### src/rtl/lane_alu_pkg.sv
package lane_alu_pkg;

    typedef enum logic [1:0] {
        OP_ADD = 2'd0,
        OP_MIN = 2'd1,
        OP_CMP = 2'd2,
        OP_RSV = 2'd3
    } op_e;

    typedef enum logic [1:0] {
        SZ_8  = 2'd0,
        SZ_16 = 2'd1,
        SZ_32 = 2'd2,
        SZ_64 = 2'd3
    } size_e;

    // modifier bit positions
    localparam int unsigned MOD_SCALAR = 0;
    localparam int unsigned MOD_SEL1   = 1;
    localparam int unsigned MOD_SEL2   = 2;
    localparam int unsigned MOD_W      = 3;

    localparam int unsigned NUM_SIZES  = 4;
    localparam int unsigned BASE_LANE  = 8;

    typedef struct packed {
        op_e              op;
        size_e            size;
        logic [MOD_W-1:0] ext;
    } ctrl_t;

    // lane width in bits for size index k
    function automatic int unsigned lane_bits(input int unsigned k);
        return BASE_LANE << k;
    endfunction

endpackage

### src/rtl/lane_unit.sv
module lane_unit
    import lane_alu_pkg::*;
#(
    parameter int unsigned LW = 8
) (
    input  op_e              op,
    input  logic [MOD_W-1:0] ext,
    input  logic [LW-1:0]    a,
    input  logic [LW-1:0]    b,
    input  logic [LW-1:0]    old,
    output logic [LW-1:0]    res
);
    localparam logic [LW-1:0] MAX_POS = {1'b0, {(LW-1){1'b1}}};
    localparam logic [LW-1:0] MIN_NEG = {1'b1, {(LW-1){1'b0}}};
    localparam logic [LW-1:0] ONES    = {LW{1'b1}};

    logic [LW:0]   wide_sum;
    logic [LW-1:0] wrap_sum;
    logic          carry_out;
    logic          s_ovf;
    logic [LW-1:0] add_res;
    logic          a_lt_b;
    logic [LW-1:0] min_res;
    logic          cmp_true;
    logic [LW-1:0] cmp_res;

    always_comb begin
        wide_sum  = {1'b0, a} + {1'b0, b};
        wrap_sum  = wide_sum[LW-1:0];
        carry_out = wide_sum[LW];
        s_ovf     = (a[LW-1] == b[LW-1]) && (wrap_sum[LW-1] != a[LW-1]);

        if (ext[MOD_SEL1]) begin
            add_res = carry_out ? ONES : wrap_sum;
        end else if (ext[MOD_SEL2]) begin
            if (s_ovf)
                add_res = wrap_sum[LW-1] ? MAX_POS : MIN_NEG;
            else
                add_res = wrap_sum;
        end else begin
            add_res = wrap_sum;
        end
    end

    always_comb begin
        if (ext[MOD_SEL1])
            a_lt_b = $signed(a) < $signed(b);
        else
            a_lt_b = a < b;
        min_res = a_lt_b ? a : b;
    end

    always_comb begin
        if (ext[MOD_SEL1])
            cmp_true = $signed(a) > $signed(b);
        else
            cmp_true = (a == b);
        cmp_res = cmp_true ? ONES : '0;
    end

    always_comb begin
        unique case (op)
            OP_ADD:  res = add_res;
            OP_MIN:  res = min_res;
            OP_CMP:  res = cmp_res;
            default: res = old;
        endcase
    end

endmodule

### src/rtl/width_slice.sv
module width_slice
    import lane_alu_pkg::*;
#(
    parameter int unsigned DATA_W = 64,
    parameter int unsigned LW     = 8
) (
    input  op_e               op,
    input  logic [MOD_W-1:0]  ext,
    input  logic [DATA_W-1:0] a,
    input  logic [DATA_W-1:0] b,
    input  logic [DATA_W-1:0] old,
    output logic [DATA_W-1:0] res
);
    localparam int unsigned NL = DATA_W / LW;

    for (genvar i = 0; i < NL; i++) begin : g_lane
        logic [LW-1:0] lane_res;

        lane_unit #(.LW(LW)) u_lane (
            .op  (op),
            .ext (ext),
            .a   (a[i*LW +: LW]),
            .b   (b[i*LW +: LW]),
            .old (old[i*LW +: LW]),
            .res (lane_res)
        );

        if (i == 0) begin : g_low
            assign res[i*LW +: LW] = lane_res;
        end else begin : g_high
            // scalar mode leaves upper lanes at the previous destination
            assign res[i*LW +: LW] = ext[MOD_SCALAR] ? old[i*LW +: LW] : lane_res;
        end
    end

    if (NL * LW < DATA_W) begin : g_tail
        assign res[DATA_W-1:NL*LW] = old[DATA_W-1:NL*LW];
    end

endmodule

### src/rtl/packed_lane_alu.sv
module packed_lane_alu
    import lane_alu_pkg::*;
#(
    parameter int unsigned DATA_W = 64
) (
    input  logic              clk,
    input  logic              rst,
    input  logic              in_valid,
    input  logic [1:0]        in_op,
    input  logic [1:0]        in_size,
    input  logic [2:0]        in_ext,
    input  logic [DATA_W-1:0] in_src_a,
    input  logic [DATA_W-1:0] in_src_b,
    input  logic [DATA_W-1:0] in_old,
    output logic              out_valid,
    output logic [DATA_W-1:0] out_result
);
    localparam int unsigned HALF = DATA_W / 2;

    ctrl_t             ctrl;
    logic [DATA_W-1:0] by_size [NUM_SIZES];
    logic [DATA_W-1:0] comb_res;
    logic              vld_q;
    logic [DATA_W-1:0] res_q;

    assign ctrl.op   = op_e'(in_op);
    assign ctrl.size = size_e'(in_size);
    assign ctrl.ext  = in_ext;

    for (genvar k = 0; k < NUM_SIZES; k++) begin : g_size
        localparam int unsigned LW = lane_bits(k);
        if (LW <= DATA_W) begin : g_fit
            width_slice #(.DATA_W(DATA_W), .LW(LW)) u_slice (
                .op  (ctrl.op),
                .ext (ctrl.ext),
                .a   (in_src_a),
                .b   (in_src_b),
                .old (in_old),
                .res (by_size[k])
            );
        end else begin : g_none
            assign by_size[k] = in_old;
        end
    end

    assign comb_res = by_size[ctrl.size];

    always_ff @(posedge clk) begin
        if (rst) begin
            vld_q <= 1'b0;
            res_q <= '0;
        end else begin
            vld_q <= in_valid;
            if (in_valid)
                res_q <= comb_res;
        end
    end

    assign out_valid  = vld_q;
    assign out_result = res_q;

    // valid follows the request by one cycle
    a_r9_valid_follows: assert property (@(posedge clk) disable iff (rst)
        in_valid |=> out_valid);

    // without a request the strobe drops and the result holds
    a_r9_idle_holds: assert property (@(posedge clk) disable iff (rst)
        !in_valid |=> (!out_valid && $stable(out_result)));

    // reserved opcode returns the previous destination
    a_r1_reserved_passthrough: assert property (@(posedge clk) disable iff (rst)
        (in_valid && in_op == 2'd3) |=> out_result == $past(in_old));

    // scalar mode on narrow lanes keeps the upper half
    a_r8_scalar_keeps_upper: assert property (@(posedge clk) disable iff (rst)
        (in_valid && in_ext[MOD_SCALAR] && in_size != 2'd3)
        |=> out_result[DATA_W-1:HALF] == $past(in_old[DATA_W-1:HALF]));

    // a full-width compare gives a whole-word mask
    a_r7_mask_whole: assert property (@(posedge clk) disable iff (rst)
        (in_valid && in_op == 2'd2 && in_size == 2'd3)
        |=> (out_result == '0 || out_result == {DATA_W{1'b1}}));

    // unsigned saturation never falls below the first operand
    a_r4_usat_not_below: assert property (@(posedge clk) disable iff (rst)
        (in_valid && in_op == 2'd0 && in_size == 2'd3 && in_ext[MOD_SEL1])
        |=> out_result >= $past(in_src_a));

endmodule

### config.mk
export PLATFORM = sky130hd
export DESIGN_NAME = packed_lane_alu
export DESIGN_NICKNAME = d
export VERILOG_FILES = /design/src/rtl/lane_alu_pkg.sv /design/src/rtl/lane_unit.sv /design/src/rtl/width_slice.sv /design/src/rtl/packed_lane_alu.sv
export SDC_FILE = /design/constraint.sdc
export NUM_CORES = 1
export LEC_CHECK = 0
export CAP_MARGIN = 20
export CORE_MARGIN = 5
export CORE_UTILIZATION = 30
export DETAILED_ROUTE_END_ITERATION = 12
export DONT_BUFFER_PORTS = 1
export PLACE_DENSITY_LB_ADDON = 0.08
export SLEW_MARGIN = 15
export SYNTH_ARGS = -nofsm -noshare
export SYNTH_HDL_FRONTEND = slang
export SYNTH_HIERARCHICAL = 1
export SYNTH_SLANG_ARGS = --single-unit
### constraint.sdc
create_clock -name clk -period 8.95 [get_ports clk]
set_input_delay 0.895 -clock clk [delete_from_list [all_inputs] [get_ports clk]]
set_output_delay 0.895 -clock clk [all_outputs]
set_load 0.1 [all_outputs]
==> results of run 1 <==
[registers in the layout (all words and copies together) (netlist names)]
signal,cells
out_result,64
out_valid,1
[power groups by stage]
stage,registers [mW],logic (mW),clock network [mW]
after detailed placement,0.584,2.70,0
after floorplan,0.559,2.12,0
final,0.575,2.73,0.388
after global routing,0.578,2.97,0.409
after CTS,0.579,2.71,0.403
after global placement,0.585,2.71,0
[synthesized netlist by cell type (91+ instances only)]
master,count
buf_2,100
ha_1,512
mux2_2,139
nand2b_1,91
nor2b_1,97
nand2_1,267
a21oi_1,558
o221ai_1,91
mux2i_1,196
xnor2_1,150
nor3_1,102
inv_1,533
nor2_1,420
mux2_4,92
o21ai_0,276
[metal layers]
| metal | track usage, % | vias up | part of all wire [%] |
|---|---|---|---|
| met5 | 0 | - | 0 |
| met4 | 6.44 | 0 | 2.6 |
| met3 | 3.01 | 198 | 4.6 |
| met2 | 46.5 | 1195 | 49 |
| met1 | 34.5 | 20200 | 44 |
| li1 | - | 19100 | - |
[final cells by class]
| type | instances | area share [%] |
|---|---|---|
| multi-input cells | 4411 | 84.9 |
| well taps | 1742 | 5.44 |
| inverters | 543 | 5.09 |
| flip-flops and latches | 65 | 3.25 |
| repair buffers | 32 | 0.606 |
| clock buffers | 9 | 0.563 |
| clock inverters | 7 | 0.141 |
| diodes | 1 | 0.00625 |
[kinds of logic after synthesis]
kind of cell | count (synthesis)
xor+xnor | 184
compound gates | 1787
fa+ha+maj | 542
mux | 441
buf+inv | 803
flops | 65
simple gates | 1457
[through the flow]
stage	utilization (%)	setup slack, ns	hold WS [ns]	instance area (µm²)	instances
finish	31.0	1.79	0.557	40000	6810
detailed placement	30.8	1.56	0.869	39800	6793
CTS	31.0	1.98	0.525	40000	6809
floorplan	-	3.36	1.05	38900	5279
global placement	30.8	1.81	0.873	39700	6792
global route	31.0	1.52	0.538	40000	6809
[worst max path at each step]
stage	start	to	slack, ns
final	in_src_b[33]	out_result[51]	1.79
after floorplan	in_src_b[33]	out_result[43]	3.36
after CTS	in_src_b[33]	out_result[51]	1.98
after global routing	in_src_b[33]	out_result[51]	1.52
after detailed placement	in_src_b[33]	out_result[51]	1.56
after global placement	in_src_b[33]	out_result[51]	1.81
[critical path: cells and delay by family]
family	cells	cell delay, ns
simple gates	13	3.93
fa+ha+maj	2	1.01
mux	1	0.19
compound gates	6	1.02
buf+inv	2	0.33
==> flow_summary.yaml, run 1 <==
pwr:
  p_total_mw: 3.69
  ir_worst_vdd_mv: 0.110
  combPwrFrac_pct: 73.9
  p_sw_share_pct: 56.1
  pwr-share-clk_pct: 10.5
  p_int_mw: 1.62
  powerDensity_mw_per_mm2: 92.3
  switchingPower_mw: 2.07
  power_leakage_nw: 16.9
  pwr-share-seq_pct: 15.6
yosys:
  synth_compound_area_share_pct: 31.9
  ys_seq_area_share_pct: 3.35
  yosys_warnings: 6
  synth_area_leaders: "ha_1 (16%), a21oi_1 (7.2%), inv_1 (5.1%), mux2i_1 (5.0%), nor2_1 (4.1%)"
  synthSimpleGateAreaFrac_pct: 19.9
  synth_top_family_by_area: "compound AO/OA/AOI/OAI gates"
  syn_inst: 5279
  synth_nets: 6023
  synth_xor_area_share_pct: 4.44
  synth_adder_area_share_pct: 18.0
  yosysUniqueCellTypes: 120
  netlist.area_leader.share_pct: 16.5
  ys_ff_latch: 65
  ys.flop_type: "dfxtp_1"
  synth_edf_count: 0
  synth_top_cell_by_area: "ha_1"
  synth-async-reset-ratio_pct: 0
  syn_area_per_cell_um2: 7.37
  synth_mux_area_share_pct: 13.0
  synth_area_mm2: 0.0389
cts:
  cts_setup_buffers: 0
  cts.repair.resized: 0
  cts_tree: "done"
  clk_path_buf_depth: 2
  ctsHoldBuffers: 0
  clk_transition_reported_paths_ns: 0.07
  cts_buffers: 9
  insertion_delay_ns: 0.40
  cts_root_buf: "clkbuf_16"
  clock_sinks: 65
  htreeDepth: 3
floorplanning:
  dieArea_mm2: 0.137
  dieHeight_um: 370
  row_count: 132
  coreArea_mm2: 0.129
  start_util_pct: 30.1
  pin_count: 267
  die_w_um: 370
setup_path:
  slowest_stage: "nand2_1"
  crit_arrival_ns: 7.42
  r2r_cells: 2
  required_ns: 9.21
  cpPeakStageDelay_ns: 0.70
  crit_path_end_kind: "flop"
  path_class: "primary input to flop"
  start_kind: "primary input"
  regToRegSetupSlack_ns: 7.21
  r2r_start: "out_result[56]"
  critical_path.cell_chain: "inv_1, ha_1, nor4_1, nand3_1, nand2b_1, or4_1, o211ai_1, nor3b_1, nor2_1, a31oi_1, nor3_1, nor3_1, fa_1, nand2_1, nor3_1, nor2_1, nand2_1, or2_2, o311ai_4, buf_4, a311oi_1, a22oi_1, mux2i_1, o221ai_2"
  reg2reg_to: "out_result[56]"
  crit_fanout: 15
  worst_path_most_repeated_cell: "nor3_1"
global_route:
  grt_antenna_before_repair: 2
  grtUsageTotal_pct: 26.5
  grt_pass1_vias: 39400
  grt_max_degree: 186
  grt_pass1_wl_um: 277000
  overflow: 0
sta:
  slew_headroom_pct: 22.9
  period_share_pct: 80.0
  slew_violations: 0
  rsz0062_at_grt: "false"
  max_slew.worst_pin.slew_ns: 1.16
  final.setup.tns_ns: 0
  max_freq_mhz: 140
  fin_skew_ns: 0
  hold_viol: 0
  setup_viol_count_final: 0
  final.min_clock_period_ns: 7.16
detailed_routing:
  drtPass1Iterations: 6
  drc: 0
  vias: 40700
  wirelength_um: 190000
  wl_per_cell_um: 27.9
  vias_per_cell: 5.98
  drt_iter0_markers: 3125
  ant_nets: 0
run_status:
  status: "completed"
min_path:
  holdCritStartpoint: "rst"
  whs_path_depth: 1
  hold_end: "out_valid"
  min_path_type: "primary input to flop"
placement:
  io_buffers: 0
  dp_hpwl_um: 139000
  routabilityCongestion: 0.913
layout:
  final_nets: 5806
  nFillCells: 14200
  mostFrequentLayoutCells: "a21oi_1 (558), inv_1 (533), ha_1 (512)"
  area_growth_pct: 2.97
  final_common_cell: "a21oi_1"
  seq_area_mm2: 0.00130
  multi_input_area_mm2: 0.0340
  drive_gt1_share_pct: 10.6
flow_run:
  cap_viol_max_count: 0
Power figures use the tool's default switching activity.
==> run 2, diff against run 1 <==
- clock period: 8.95 -> 6.9 ns (I/O delays scaled with it)
==> run 2 against run 1 <==
Against the previous run:
- clock power is 50% higher
- register-to-register slack worse by 2.1 ns
- power is 33% higher
- sequential power is 25% higher
- critical path depth is 5 lower
- routed wire length is 0.66% higher
- core utilization is 0.20 points higher
- non-clock buffer count is 27 higher
- combinational power is 32% higher
- critical path type unchanged
==> flow_summary.yaml, run 2 (synthesis results as in run 1) <==
layout:
  final_nets: 5833
  mostFrequentLayoutCells: "a21oi_1 (558), inv_1 (533), ha_1 (512)"
  drive_gt1_share_pct: 11.1
  area_growth_pct: 3.63
  final_common_cell: "a21oi_1"
  largest_register_ffs: 64
  antennaDiodeCount: 0
sta:
  slew_violations: 0
  max_slew.worst_pin.slew_ns: 1.15
  max_freq_mhz: 160
  slew_headroom_pct: 22.9
  setup_viol_count_final: 0
  hold_viol: 0
  final.setup.tns_ns: 0
  rsz0062_at_grt: "false"
  setup_ws_ns: 0.665
  final.min_clock_period_ns: 6.24
  period_share_pct: 90.4
  fin_skew_ns: 0
floorplanning:
  dieArea_mm2: 0.137
  row_count: 132
  die_w_um: 370
  dieHeight_um: 370
  start_util_pct: 30.1
  pin_count: 267
  coreArea_mm2: 0.129
setup_path:
  cpPeakStageDelay_ns: 0.83
  crit_arrival_ns: 6.55
  required_ns: 7.22
  crit_family: "compound AO/OA/AOI/OAI gates"
  crit_fanout: 14
  crit_path_end_kind: "flop"
  critical_path.cell_chain: "inv_1, ha_1, nor2_1, nand2_1, a211oi_1, o21ai_0, a21o_1, a31oi_1, nand2_1, a211oi_1, nor3_1, fa_1, a31oi_1, and2_0, o21ai_0, a21oi_1, mux2_4, mux2i_1, o221ai_1"
  path_buf_inv: 1
  path_class: "primary input to flop"
  start_kind: "primary input"
  slowest_stage: "and2_0"
detailed_routing:
  wl_per_cell_um: 28.0
  drtPass1Iterations: 6
  ant_nets: 0
  drt_iter0_markers: 3180
  drc: 0
  vias_per_cell: 5.98
  wirelength_um: 191000
  vias: 40900
flow_run:
  cap_viol_max_count: 0
placement:
  dp_hpwl_um: 140000
  routabilityCongestion: 0.889
  place_ws_ns: 0.391
  io_buffers: 0
global_route:
  grt_antenna_before_repair: 4
  overflow: 0
  grt_max_degree: 186
  grtUsageTotal_pct: 26.7
  grt_pass1_wl_um: 280000
  grt_pass1_vias: 39700
pwr:
  powerDensity_mw_per_mm2: 122
  ir_worst_vdd_mv: 0.126
  power_leakage_nw: 17.0
cts:
  clk_path_buf_depth: 2
  cts_tree: "done"
  cts_root_buf: "clkbuf_16"
  cts_buffers: 9
  htreeDepth: 3
  cts.repair.resized: 0
  clk_transition_reported_paths_ns: 0.07
  clock_sinks: 65
  ctsHoldBuffers: 0
  insertion_delay_ns: 0.40
  cts_setup_buffers: 0
min_path:
  min_path_type: "primary input to flop"
run_status:
  status: "completed"
[run 2: cell type report]
type,count,area [µm²]
clock buffer,9,225
clock inverter,7,95.1
fill,14300,88900
inverter,543,2040
multi-input combinational,4411,34000
sequential,65,1300
tap,1742,2180
timing repair buffer,59,464
[run 2: per-layer routing]
layer | global-route usage (%) | vias up | wire (µm)
li1 | - | 19100 | -
met1 | 35.2 | 20300 | 86100
met2 | 46.4 | 1243 | 91400
met3 | 3.11 | 216 | 9090
met4 | 6.07 | 2 | 4880
met5 | 0 | - | 13
[run 2: worst paths after layout]
path	from	endpoint	slack, ns	cells past startpoint
worst max register to register	out_result[56]	out_result[56]	5.12	2
worst min register to register	out_result[46]	out_result[46]	0.72	3
worst max-delay path	in_src_b[39]	out_result[59]	0.66	19
worst min-delay path	rst	out_valid	0.36	1
[run 2: where the power goes]
part	total, mW	internal (mW)	switching [mW]
clock	0.583	0.317	0.266
sequential	0.720	0.415	0.305
combinational	3.59	1.46	2.13
total	4.90	2.19	2.70
[run 2: per-stage QoR]
step / cells / util [%] / hold WS [ns] / area (µm²) / power (mW)
global route: 6836 / 31.2 / 0.347 / 40300 / 5.23
finish: 6836 / 31.2 / 0.361 / 40300 / 4.90
global placement: 6814 / 30.9 / 0.768 / 39900 / 4.29
floorplan: 5279 / - / 0.964 / 38900 / 3.47
CTS: 6836 / 31.2 / 0.331 / 40300 / 4.89
detailed placement: 6820 / 31.0 / 0.705 / 40000 / 4.28
